### config.mk
export PLATFORM = sky130hd
export DESIGN_NAME = testpat_gen
export DESIGN_NICKNAME = d
export VERILOG_FILES = /design/src/rtl/tpg_pkg.sv /design/src/rtl/tpg_regs.sv /design/src/rtl/tpg_pattern.sv /design/src/rtl/testpat_gen.sv
export SDC_FILE = /design/constraint.sdc
export NUM_CORES = 1
export LEC_CHECK = 0
export CAP_MARGIN = 20
export CELL_PAD_IN_SITES_DETAIL_PLACEMENT = 2
export CELL_PAD_IN_SITES_GLOBAL_PLACEMENT = 2
export CORE_AREA = 2 2 163 325
export DETAILED_ROUTE_END_ITERATION = 6
export DIE_AREA = 0 0 165 327
export GPL_TIMING_DRIVEN = 0
export PLACE_DENSITY_LB_ADDON = 0.1
export SLEW_MARGIN = 10
export SYNTH_ARGS = -nofsm -noshare
export SYNTH_HDL_FRONTEND = slang
export SYNTH_SLANG_ARGS = --single-unit
### constraint.sdc
create_clock -name clk -period 10.3 [get_ports clk]
set_clock_uncertainty 0.1 [all_clocks]
set_input_delay 1.545 -clock clk [delete_from_list [all_inputs] [get_ports clk]]
set_output_delay 1.545 -clock clk [all_outputs]
set_load 0.005 [all_outputs]
### src/rtl/tpg_pkg.sv
package tpg_pkg;
  localparam int CW     = 16;
  localparam int DATA_W = 32;
  localparam int ADDR_W = 3;
  localparam int NCOMP  = 3;

  localparam logic [2:0] MODE_SQUARES = 3'd0;
  localparam logic [2:0] MODE_VBARS   = 3'd1;
  localparam logic [2:0] MODE_HBARS   = 3'd2;
  localparam logic [2:0] MODE_RAMP    = 3'd3;
  localparam logic [2:0] MODE_DUAL    = 3'd4;

  localparam logic [ADDR_W-1:0] A_CTRL   = 3'd0;
  localparam logic [ADDR_W-1:0] A_DIMS   = 3'd1;
  localparam logic [ADDR_W-1:0] A_COL_R  = 3'd2;
  localparam logic [ADDR_W-1:0] A_COL_G  = 3'd3;
  localparam logic [ADDR_W-1:0] A_COL_B  = 3'd4;
  localparam logic [ADDR_W-1:0] A_RAMP   = 3'd5;
  localparam logic [ADDR_W-1:0] A_STATUS = 3'd6;

  localparam logic [CW-1:0] FULL_HI = 16'hFFFF;
  localparam logic [CW-1:0] FULL_LO = 16'h0000;
  localparam logic [CW-1:0] LIM_HI  = 16'hEB00;
  localparam logic [CW-1:0] LIM_LO  = 16'h1000;
  localparam logic [CW-1:0] NIB_CUT = 16'hFFF0;

  typedef logic [NCOMP-1:0][CW-1:0] pix3_t;

  typedef struct packed {
    logic          en;
    logic [2:0]    mode;
    logic          lim;
    logic [1:0]    depth;
    logic [2:0]    vsh;
    logic [2:0]    hsh;
    logic [CW-1:0] width;
    logic [CW-1:0] height;
    pix3_t         col0;
    pix3_t         col1;
    logic [CW-1:0] ofs;
    logic [3:0]    stepa;
    logic [3:0]    stepb;
  } cfg_t;

  function automatic logic [CW-1:0] depth_mask(input logic [1:0] code);
    case (code)
      2'd0:    return 16'hFC00;
      2'd1:    return 16'hFF00;
      2'd2:    return 16'hFFC0;
      default: return 16'hFFF0;
    endcase
  endfunction
endpackage

### src/rtl/tpg_regs.sv
module tpg_regs
  import tpg_pkg::*;
(
  input  logic              clk,
  input  logic              rst,
  input  logic              we,
  input  logic [ADDR_W-1:0] addr,
  input  logic [DATA_W-1:0] wdata,
  input  logic              frame_start,
  output logic [DATA_W-1:0] rdata,
  output cfg_t              act,
  output logic              pending,
  output logic              blanked
);
  cfg_t sh;
  logic cfg_wr;

  assign cfg_wr  = we && (addr <= A_RAMP);
  assign blanked = act.en && !pending;

  always_ff @(posedge clk) begin
    if (rst) begin
      sh      <= '0;
      act     <= '0;
      pending <= 1'b0;
      rdata   <= '0;
    end else begin
      if (we) begin
        case (addr)
          A_CTRL: begin
            sh.en    <= wdata[0];
            sh.mode  <= wdata[3:1];
            sh.lim   <= wdata[4];
            sh.depth <= wdata[6:5];
            sh.vsh   <= wdata[10:8];
            sh.hsh   <= wdata[14:12];
          end
          A_DIMS: begin
            sh.width  <= wdata[15:0];
            sh.height <= wdata[31:16];
          end
          A_COL_R, A_COL_G, A_COL_B: begin
            sh.col0[addr-A_COL_R] <= wdata[15:0] & NIB_CUT;
            sh.col1[addr-A_COL_R] <= wdata[31:16] & NIB_CUT;
          end
          A_RAMP: begin
            sh.ofs   <= wdata[15:0];
            sh.stepa <= wdata[19:16];
            sh.stepb <= wdata[23:20];
          end
          default: ;
        endcase
      end
      if (frame_start) act <= sh;
      if (cfg_wr) pending <= 1'b1;
      else if (frame_start) pending <= 1'b0;
      case (addr)
        A_CTRL:   rdata <= {17'b0, sh.hsh, 1'b0, sh.vsh, 1'b0, sh.depth, sh.lim, sh.mode, sh.en};
        A_DIMS:   rdata <= {sh.height, sh.width};
        A_COL_R:  rdata <= {sh.col1[0], sh.col0[0]};
        A_COL_G:  rdata <= {sh.col1[1], sh.col0[1]};
        A_COL_B:  rdata <= {sh.col1[2], sh.col0[2]};
        A_RAMP:   rdata <= {8'b0, sh.stepb, sh.stepa, sh.ofs};
        A_STATUS: rdata <= {30'b0, blanked, pending};
        default:  rdata <= '0;
      endcase
    end
  end

  // a settings write always leaves an update pending
  a_r4_pend_set: assert property (@(posedge clk) disable iff (rst)
    cfg_wr |=> pending);
  // a frame start without a coincident write retires the update
  a_r4_pend_clear: assert property (@(posedge clk) disable iff (rst)
    (frame_start && !cfg_wr) |=> !pending);
  // working settings move only on frame start
  a_r4_act_hold: assert property (@(posedge clk) disable iff (rst)
    !frame_start |=> $stable(act));
  // frame start loads exactly the prior shadow
  a_r4_act_load: assert property (@(posedge clk) disable iff (rst)
    frame_start |=> (act == $past(sh)));
endmodule

### src/rtl/tpg_pattern.sv
module tpg_pattern
  import tpg_pkg::*;
#(
  parameter int PIX_W = 12
) (
  input  cfg_t             cfg,
  input  logic [PIX_W-1:0] x,
  input  logic [PIX_W-1:0] y,
  output logic             hit,
  output pix3_t            pix
);
  logic [CW-1:0] xcell, ycell, mask, hi_lvl, lo_lvl, ramp_v;
  logic [2:0]    sq;
  logic [31:0]   r_single, r_band0, r_band1, r_sel;

  assign xcell  = CW'(x) >> cfg.hsh;
  assign ycell  = CW'(y) >> cfg.vsh;
  assign sq     = xcell[2:0] + ycell[2:0];
  assign mask   = depth_mask(cfg.depth);
  assign hi_lvl = cfg.lim ? LIM_HI : FULL_HI;
  assign lo_lvl = cfg.lim ? LIM_LO : FULL_LO;

  assign r_single = {16'b0, cfg.ofs} + (32'(x) << cfg.stepa);
  assign r_band0  = 32'(x) << cfg.stepa;
  assign r_band1  = {16'b0, cfg.ofs} + (32'(x) << cfg.stepb);
  assign r_sel    = (cfg.mode == MODE_DUAL) ? (ycell[0] ? r_band1 : r_band0) : r_single;
  assign ramp_v   = (|r_sel[31:16]) ? 16'hFFFF : r_sel[15:0];

  assign hit = cfg.en && (CW'(x) < cfg.width) && (CW'(y) < cfg.height)
               && (cfg.mode <= MODE_DUAL);

  for (genvar c = 0; c < NCOMP; c++) begin : g_comp
    logic [CW-1:0] raw;
    always_comb begin
      case (cfg.mode)
        MODE_SQUARES: raw = sq[2-c] ? hi_lvl : lo_lvl;
        MODE_VBARS:   raw = xcell[0] ? cfg.col1[c] : cfg.col0[c];
        MODE_HBARS:   raw = ycell[0] ? cfg.col1[c] : cfg.col0[c];
        default:      raw = ramp_v;
      endcase
    end
    assign pix[c] = raw & mask;
  end
endmodule

### src/rtl/testpat_gen.sv
module testpat_gen
  import tpg_pkg::*;
#(
  parameter int PIX_W = 12
) (
  input  logic              clk,
  input  logic              rst,
  input  logic              cfg_we,
  input  logic [2:0]        cfg_addr,
  input  logic [31:0]       cfg_wdata,
  output logic [31:0]       cfg_rdata,
  input  logic              frame_start,
  input  logic              vid_valid,
  input  logic [PIX_W-1:0]  pix_x,
  input  logic [PIX_W-1:0]  pix_y,
  input  logic [15:0]       vid_r,
  input  logic [15:0]       vid_g,
  input  logic [15:0]       vid_b,
  output logic              out_valid,
  output logic [15:0]       out_r,
  output logic [15:0]       out_g,
  output logic [15:0]       out_b,
  output logic              upd_pending,
  output logic              blanked
);
  cfg_t  act;
  logic  hit;
  pix3_t gen;

  tpg_regs u_regs (
    .clk(clk), .rst(rst), .we(cfg_we), .addr(cfg_addr), .wdata(cfg_wdata),
    .frame_start(frame_start), .rdata(cfg_rdata), .act(act),
    .pending(upd_pending), .blanked(blanked)
  );

  tpg_pattern #(.PIX_W(PIX_W)) u_pat (
    .cfg(act), .x(pix_x), .y(pix_y), .hit(hit), .pix(gen)
  );

  always_ff @(posedge clk) begin
    if (rst) begin
      out_valid <= 1'b0;
      out_r     <= '0;
      out_g     <= '0;
      out_b     <= '0;
    end else begin
      out_valid <= vid_valid;
      out_r     <= hit ? gen[0] : vid_r;
      out_g     <= hit ? gen[1] : vid_g;
      out_b     <= hit ? gen[2] : vid_b;
    end
  end

  // a disarmed generator forwards the previous input pixel
  a_r2_passthru: assert property (@(posedge clk) disable iff (rst)
    !act.en |=> (out_r == $past(vid_r) && out_g == $past(vid_g) && out_b == $past(vid_b)));
  // output valid tracks input valid with one cycle of delay
  a_r2_valid_lat: assert property (@(posedge clk) disable iff (rst)
    1'b1 |=> (out_valid == $past(vid_valid)));
  // blanking can only begin at a frame start
  a_r5_blank_rise: assert property (@(posedge clk) disable iff (rst)
    $rose(blanked) |-> $past(frame_start));
endmodule

# After elaboration in Yosys (flattened, before gate mapping)
# Index checks and enable logic that the tools add are counted.
[word_totals]
reg_bits = 412
in_bits = 112
out_inout_bits = 83
elab_cells = 113
[op_classes]
addsub = 4
n_lt_le_gt_ge = 6
eq_ne = 11
shifts = 4
mux = 28
bitwise_logic = 3
n_reduce_logical = 17
[op_table]
columns = ["operator", "count"]
rows = [
  ["16-bit 2-to-1 mux", 14],
  ["32-bit one-hot mux with 7 select lines", 1],
  ["16-bit one-hot mux with 3 select lines", 3],
  ["48-bit bitwise mux", 2],
  ["16-bit by 32-bit adder with 32-bit output", 2],
  ["32-bit 2-to-1 mux", 2],
  ["12-bit by 4-bit << shifter with 32-bit output", 2],
  ["16-bit AND", 3],
  ["16-bit demux with 2-bit select", 1],
  ["12-bit by 16-bit less-than comparator with 1-bit output", 2],
  ["10-bit one-hot mux with 3 select lines", 1],
  ["13-bit 2-to-1 mux", 2],
  ["12-bit by 3-bit >> shifter with 3-bit output", 2],
  ["16-bit OR reduction", 1],
  ["3-bit == test, second input constant", 4],
  ["3-bit by 2-bit == test with 1-bit output, second input constant", 3],
  ["2-bit AND reduction", 4],
  ["3-bit by 1-bit == test with 1-bit output, second input constant", 2],
  ["3-bit <= comparator, second input constant", 2],
  ["1-bit logical AND", 6],
  ["3-bit zero test", 2],
  ["3-bit adder", 1],
  ["3-bit by 1-bit greater-or-equal comparator with 1-bit output, second input constant", 1],
  ["3-bit less-than comparator, second input constant", 1],
  ["8 further kinds", 9],
]

# Depth between registers and ports, before layout
[logic_depth]
depth_word = 9
ltp_mapped = 21
ltp_nobuf = 17

# By module
# From an unflattened synthesis, not the netlist that was laid out.
[hier_totals]
hier_cells = 2297
hier_area_um2 = 19872.8
[modules_own_cells]
columns = ["mod", "instances", "cells_per_inst", "area_per_inst_um2", "seq_area_each_um2"]
rows = [
  ["tpg_regs", 1, 1356, 12410.7, 6306.0],
  ["tpg_pattern", 1, 784, 5706.7, 0.0],
  ["testpat_gen", 1, 157, 1755.4, 980.9],
]

# Least setup slack after synthesis
# OpenSTA, ideal clock, no wires.
[synth_path]
path_type = "input -> register"
from = "input port pix_x[6]"
to = "register out_g[14]"
setup_ns = 0.130
t_arrival_ns = 5.474
required_ns = 10.070
slack_ns = 4.596
stages = 17
path_buffers = 2
cell_sequence = "clkbuf_1 > mux4_2 > and2_0 > a31oi_1 > mux2i_1 > ha_1 > clkbuf_1 > nand4_1 > nor2_1 > or4b_1 > a32oi_2 > a21oi_1 > o21a_1 > o41ai_2 > nand2_2 > a221oi_2 > o41ai_1"
[synth_via]
elab_chain_len = 9
elab_cells_between_ends = 19
cone_classes = "add/sub (3); order compare (1); shift (3); mux (7); bitwise (1); reduce/logical (4)"
[synth_lines]
columns = ["element", "line", "text"]
rows = [
  ["start, declared", "testpat_gen.sv:14", "input logic [PIX_W-1:0] pix_x,"],
  ["12-bit by 4-bit << shifter with 32-bit output", "tpg_pattern.sv:25", "assign r_band1 = {16'b0, cfg.ofs} + (32'(x) << cfg.stepb);"],
  ["16-bit by 32-bit adder with 32-bit output", "tpg_pattern.sv:25", ""],
  ["32-bit 2-to-1 mux (2 in a row)", "tpg_pattern.sv:26", "assign r_sel = (cfg.mode == MODE_DUAL) ? (ycell[0] ? r_band1 : r_band0) : r_single;"],
  ["16-bit OR reduction", "tpg_pattern.sv:27", "assign ramp_v = (|r_sel[31:16]) ? 16'hFFFF : r_sel[15:0];"],
  ["16-bit 2-to-1 mux", "tpg_pattern.sv:27", ""],
  ["16-bit one-hot mux with 3 select lines", "tpg_pattern.sv:35", "case (cfg.mode)"],
  ["16-bit AND", "tpg_pattern.sv:42", "assign pix[c] = raw & mask;"],
  ["16-bit 2-to-1 mux (*)", "testpat_gen.sv:49", "out_g <= hit ? gen[1] : vid_g;"],
  ["end signal, assigned", "testpat_gen.sv:49", ""],
  ["end, declared", "testpat_gen.sv:21", "output logic [15:0] out_g,"],
]
# Every way passes the cells marked *; elsewhere a longest branch is shown, timed or not.
# A chain may end at the register's enable or synchronous reset.

# Worst setup path in the final report
[layout_path]
from = "input port pix_x[9]"
to = "register out_g[14]"
# Same word-level chain as after synthesis.

==> summary.md <==
| Metric | Value |
|---|---|
| Status | finished, final reports clean |
| Synth Area in Adders | 0.0401 |
| Sink Count | 364 |
| Switching share of power | 0.272 |
| 1st-iter DRT viols | 911 |
| Worst Setup SP | pix_x[9] |
| Mapped Cells | between 2,000 and 2,500 |
| Slew Viols, Final | 0 |
| Synth Area in XOR/XNOR | 0.0130 |
| Number of I/O port buffers | 191 |
| Synthesized area per cell | roughly 8.3 sq um |
| Reg2reg end | out_g[12]$_SDFF_PP0_ |
| Critical Path Sink | out_g[14]$_SDFF_PP0_ |
| Critical Path AT | 7.94 ns |
| Drt total wl | 95,800 um |
| Total GRT Usage | 0.354 |
| Clk slew on worst S/H paths | about 0.06 ns |
| Simple-Gate Fraction of Synth Area | 0.190 |
| Nets | ~2,700 |
| Internal power | approximately 2.4 mW |
| Vias | between 15,000 and 20,000 |
| Cts repair resizes | 0 |
| Clk pwr share | 0.430 |
| Setup bufs post-CTS | 0 |
| Area Overhead vs Synth | 21.0% |
| PwrDens | roughly 140 nW/um^2 |
| Final Wtd Congestion | 0.946 |
| RSZ-0062 raised after global routing | no |
| Crit path kind | primary input to flop |
| Sequential share of power | 0.443 |
| Fin. Hold Viols | 0 |
| Largest family of logic cells by synthesized area | simple AND/OR/NAND/NOR gates |
| Die Ht | 327 um |
| Worst VDD drop | between 0.1 and 0.15 mV |
| H-Tree Level Count | 2 |
| Initial antenna violation count | 1 |
| P_leak | between 8 and 9 nW |
| Area of the multi-input gates | 10,800 sq um |
| Cell Rows | 118 |
| Startpoint Class | primary input |
| Critical Path End Type | flop |
| Minimum clock period | 7.62 ns |
| GRT Residual Overflow | 0 |
| Hold crit path type | flop to flop |
| Flop-to-flop setup slack | ~3.4 ns |
| Die ar. | between 50,000 and 60,000 sq um |
| TritonRoute pass-1 iters | 5 |
| Sw Pwr | about 0.89 mW |
| Largest net degree at the start of global routing | 16 |
| Post-synthesis cell type count | between 80 and 90 |
| Root Buffer | clkbuf_16 |
| Starting Density | 0.367 |
| Num CTS Buffers | 36 |
| Syn Nets | 2,458 |
| Hpwl dp | 77,900 um |
| Mux share of post-synthesis cell area | 0.144 |
| Hold Path Origin | u_regs.sh[125]$_SDFFE_PP0P_ |
| Logic pwr share | 0.126 |
| Hold WS | between 0.3 and 0.4 ns |
| Final setup fails | 0 |
| Global-route wire length before repair | 139,000 um |
| Top area cells in the synthesized netlist | dfxtp_1, mux2i_1, nand2_1 |
| Core footprint | between 50,000 and 60,000 sq um |
| Cell taking the most area after synthesis | dfxtp_1 |
| Final ANT Viol Nets | 0 |
| Worst-Margin Slew | about 1.2 ns |
| Mapped Area | roughly 19,000 sq um |
| Layout cell share with drive strength beyond 1 | 0.0590 |
| Clock Tree Buf Depth | 3 |
| FILL cells | about 5,800 |
| # DRC | 0 |
| F_max | 131 MHz |
| Slew margin rel. | 0.195 |
| CTS tree | built |
| Latest clock arrival within the worst-skew pair | roughly 0.57 ns |
| Routed vias/inst | 5.93 |
| IO Count | 195 |
| MaxCap Viol Count | 0 |
| Crit path required time | 10.62 ns |
| Post-synth top area share | 0.386 |
| Worst reg-to-reg path cell count | 19 |
| Compound-Gate Fraction of Synth Area | 0.183 |
| Register area share after synthesis | 0.386 |
| Register area | around 7300 sq um |
| Flops & latches, synth | between 300 and 400 |
| Asr flop ratio synth | 0 |
| Top_reg_cell synth | dfxtp_1 |
| Hold-fix buffers, CTS | 0 |
| RR Startpoint | u_regs.act[4]$_SDFFE_PP0P_ |
| Vias in the first global route | around 21,000 |
| Warnings, synthesis | 0 |
| Die Width | ~170 um |
| TNS Setup | 0 ns |
| WL/cell | roughly 30 um |
| Crit Path Max Fanout | 10 |
| Post-synth EDFFs | 0 |
| Final period utilization | 0.739 |
-- synth_stat cells (all sizes together), types with 10 or more instances --
cell type / n
a211oi: 14
a21o: 18
a21oi: 235
a221oi: 21
a22oi: 48
a31oi: 17
and2: 27
buf: 27
clkbuf: 143
dfxtp: 364
ha: 59
inv: 44
mux2: 32
mux2i: 196
mux4: 17
nand2: 429
nand3: 36
nand4: 17
nor2: 228
nor2b: 14
nor3: 30
o211ai: 12
o21ai: 68
o22ai: 15
o31ai: 10
xnor2: 19
-- stage by stage --
stage               setup WS [ns]  cell area, sq um  std cells  power [mW]   util
finish                       2.68             22900       3203        3.28  0.444
global route                 2.49             22900       3203        3.37  0.444
CTS                          2.70             22900       3202        3.30  0.444
detailed placement           2.14             21600       3137        1.89  0.420
global placement             2.25             21600       3137        1.88  0.420
floorplan                    4.60             18900       2286        1.68      -
-- area by class of cell --
cell class | count | share of cell area
clock buffer | 49 | 0.0446
tap | 660 | 0.0361
timing repair buffer | 191 | 0.0836
sequential | 364 | 0.318
inverter | 47 | 0.00771
antenna | 1 | 0.000109
multi-input combinational | 1705 | 0.471
clock inverter | 16 | 0.00952
buffer | 170 | 0.0293
-- layer usage --
| metal | vias up | part of all wire | GRT usage |
|---|---|---|---|
| met5 | - | 0 | 0 |
| met3 | 335 | 0.031 | 0.0386 |
| li1 | 8513 | - | - |
| met4 | 0 | 0.12 | 0.343 |
| met2 | 607 | 0.53 | 0.657 |
| met1 | 9525 | 0.32 | 0.320 |
-- how the worst min path moves through the flow --
stage | endpoint | cells after the start
2_1_floorplan | u_regs.sh[8]$_SDFFE_PP0P_ | 2
4_1_cts | u_regs.sh[79]$_SDFFE_PP0P_ | 2
5_1_grt | u_regs.sh[79]$_SDFFE_PP0P_ | 2
6_report | u_regs.sh[125]$_SDFFE_PP0P_ | 2
3_5_place_dp | u_regs.sh[79]$_SDFFE_PP0P_ | 2
3_3_place_gp | u_regs.sh[103]$_SDFFE_PP0P_ | 2
-- cell usage in the layout, fill, tap and decap left out, types with 6 or more instances in the layout --
| cell type | synthesis | routed |
|---|---|---|
| xor2_1 | 9 | 9 |
| nand2b_1 | 7 | 7 |
| mux2i_1 | 196 | 196 |
| ha_1 | 59 | 59 |
| nor4_1 | 9 | 9 |
| nand4_1 | 17 | 17 |
| o21a_1 | 9 | 9 |
| buf_1 | 13 | 13 |
| a211oi_1 | 10 | 10 |
| a22o_1 | 6 | 6 |
| nor2b_1 | 14 | 14 |
| and2_1 | 25 | 25 |
| clkdlybuf4s50_1 | 0 | 191 |
| o21ai_0 | 60 | 60 |
| nand2_1 | 427 | 427 |
| inv_1 | 44 | 44 |
| mux4_2 | 15 | 15 |
| a22oi_1 | 48 | 48 |
| a21o_1 | 18 | 18 |
| mux2_2 | 32 | 32 |
| a221o_1 | 8 | 8 |
| a31oi_1 | 17 | 17 |
| a221oi_1 | 20 | 20 |
| o31ai_1 | 10 | 10 |
| clkbuf_16 | 0 | 36 |
| buf_2 | 10 | 10 |
| clkbuf_1 | 143 | 149 |
| dfxtp_1 | 364 | 364 |
| o21ai_1 | 7 | 7 |
| or3_1 | 9 | 9 |
| nor3_1 | 30 | 30 |
| a21oi_1 | 235 | 235 |
| clkinv_2 | 0 | 8 |
| nor2_1 | 228 | 228 |
| nand3_1 | 36 | 36 |
| o211ai_1 | 12 | 12 |
| and3_1 | 6 | 6 |
| o22ai_1 | 13 | 13 |
| xnor2_1 | 19 | 19 |
| clkbuf_8 | 0 | 7 |
-- state kept, by name, summed over array words and instances (netlist names) --
| signal | cells |
|---|---|
| u_regs.act | 141 |
| u_regs.pending | 1 |
| out_b | 16 |
| out_g | 16 |
| u_regs.rdata | 32 |
| out_r | 16 |
| out_valid | 1 |
| u_regs.sh | 141 |
-- logic make-up after synthesis --
| group | after synthesis |
|---|---|
| AND/OR/NAND/NOR | 838 |
| AO/OA/AOI/OAI | 534 |
| flip-flops | 364 |
| adder cells (fa/ha/maj) | 60 |
| multiplexers | 245 |
| XOR/XNOR | 28 |
| buffers and inverters | 217 |
-- power groups by stage --
stage	Clock, mW	Combinational, mW	Sequential, mW
floorplan	0	0.200	1.48
global placement	0	0.396	1.48
detailed placement	0	0.408	1.49
CTS	1.43	0.412	1.45
global route	1.48	0.437	1.46
finish	1.41	0.414	1.45
-- worst max-delay path: stages --
cell	delay, ns
clkdlybuf4s50_1	0.63
clkbuf_1	0.41
mux4_2	0.55
mux2i_1	0.60
o22ai_1	0.32
ha_1	0.36
clkbuf_1	0.29
nand3_1	0.19
nor2_1	0.13
or4b_1	0.50
a32oi_2	0.52
a21oi_1	0.17
o21a_1	0.24
o41ai_2	0.55
nand2_2	0.28
a221oi_2	0.51
o41ai_1	0.13
Power figures use the tool's default switching activity.
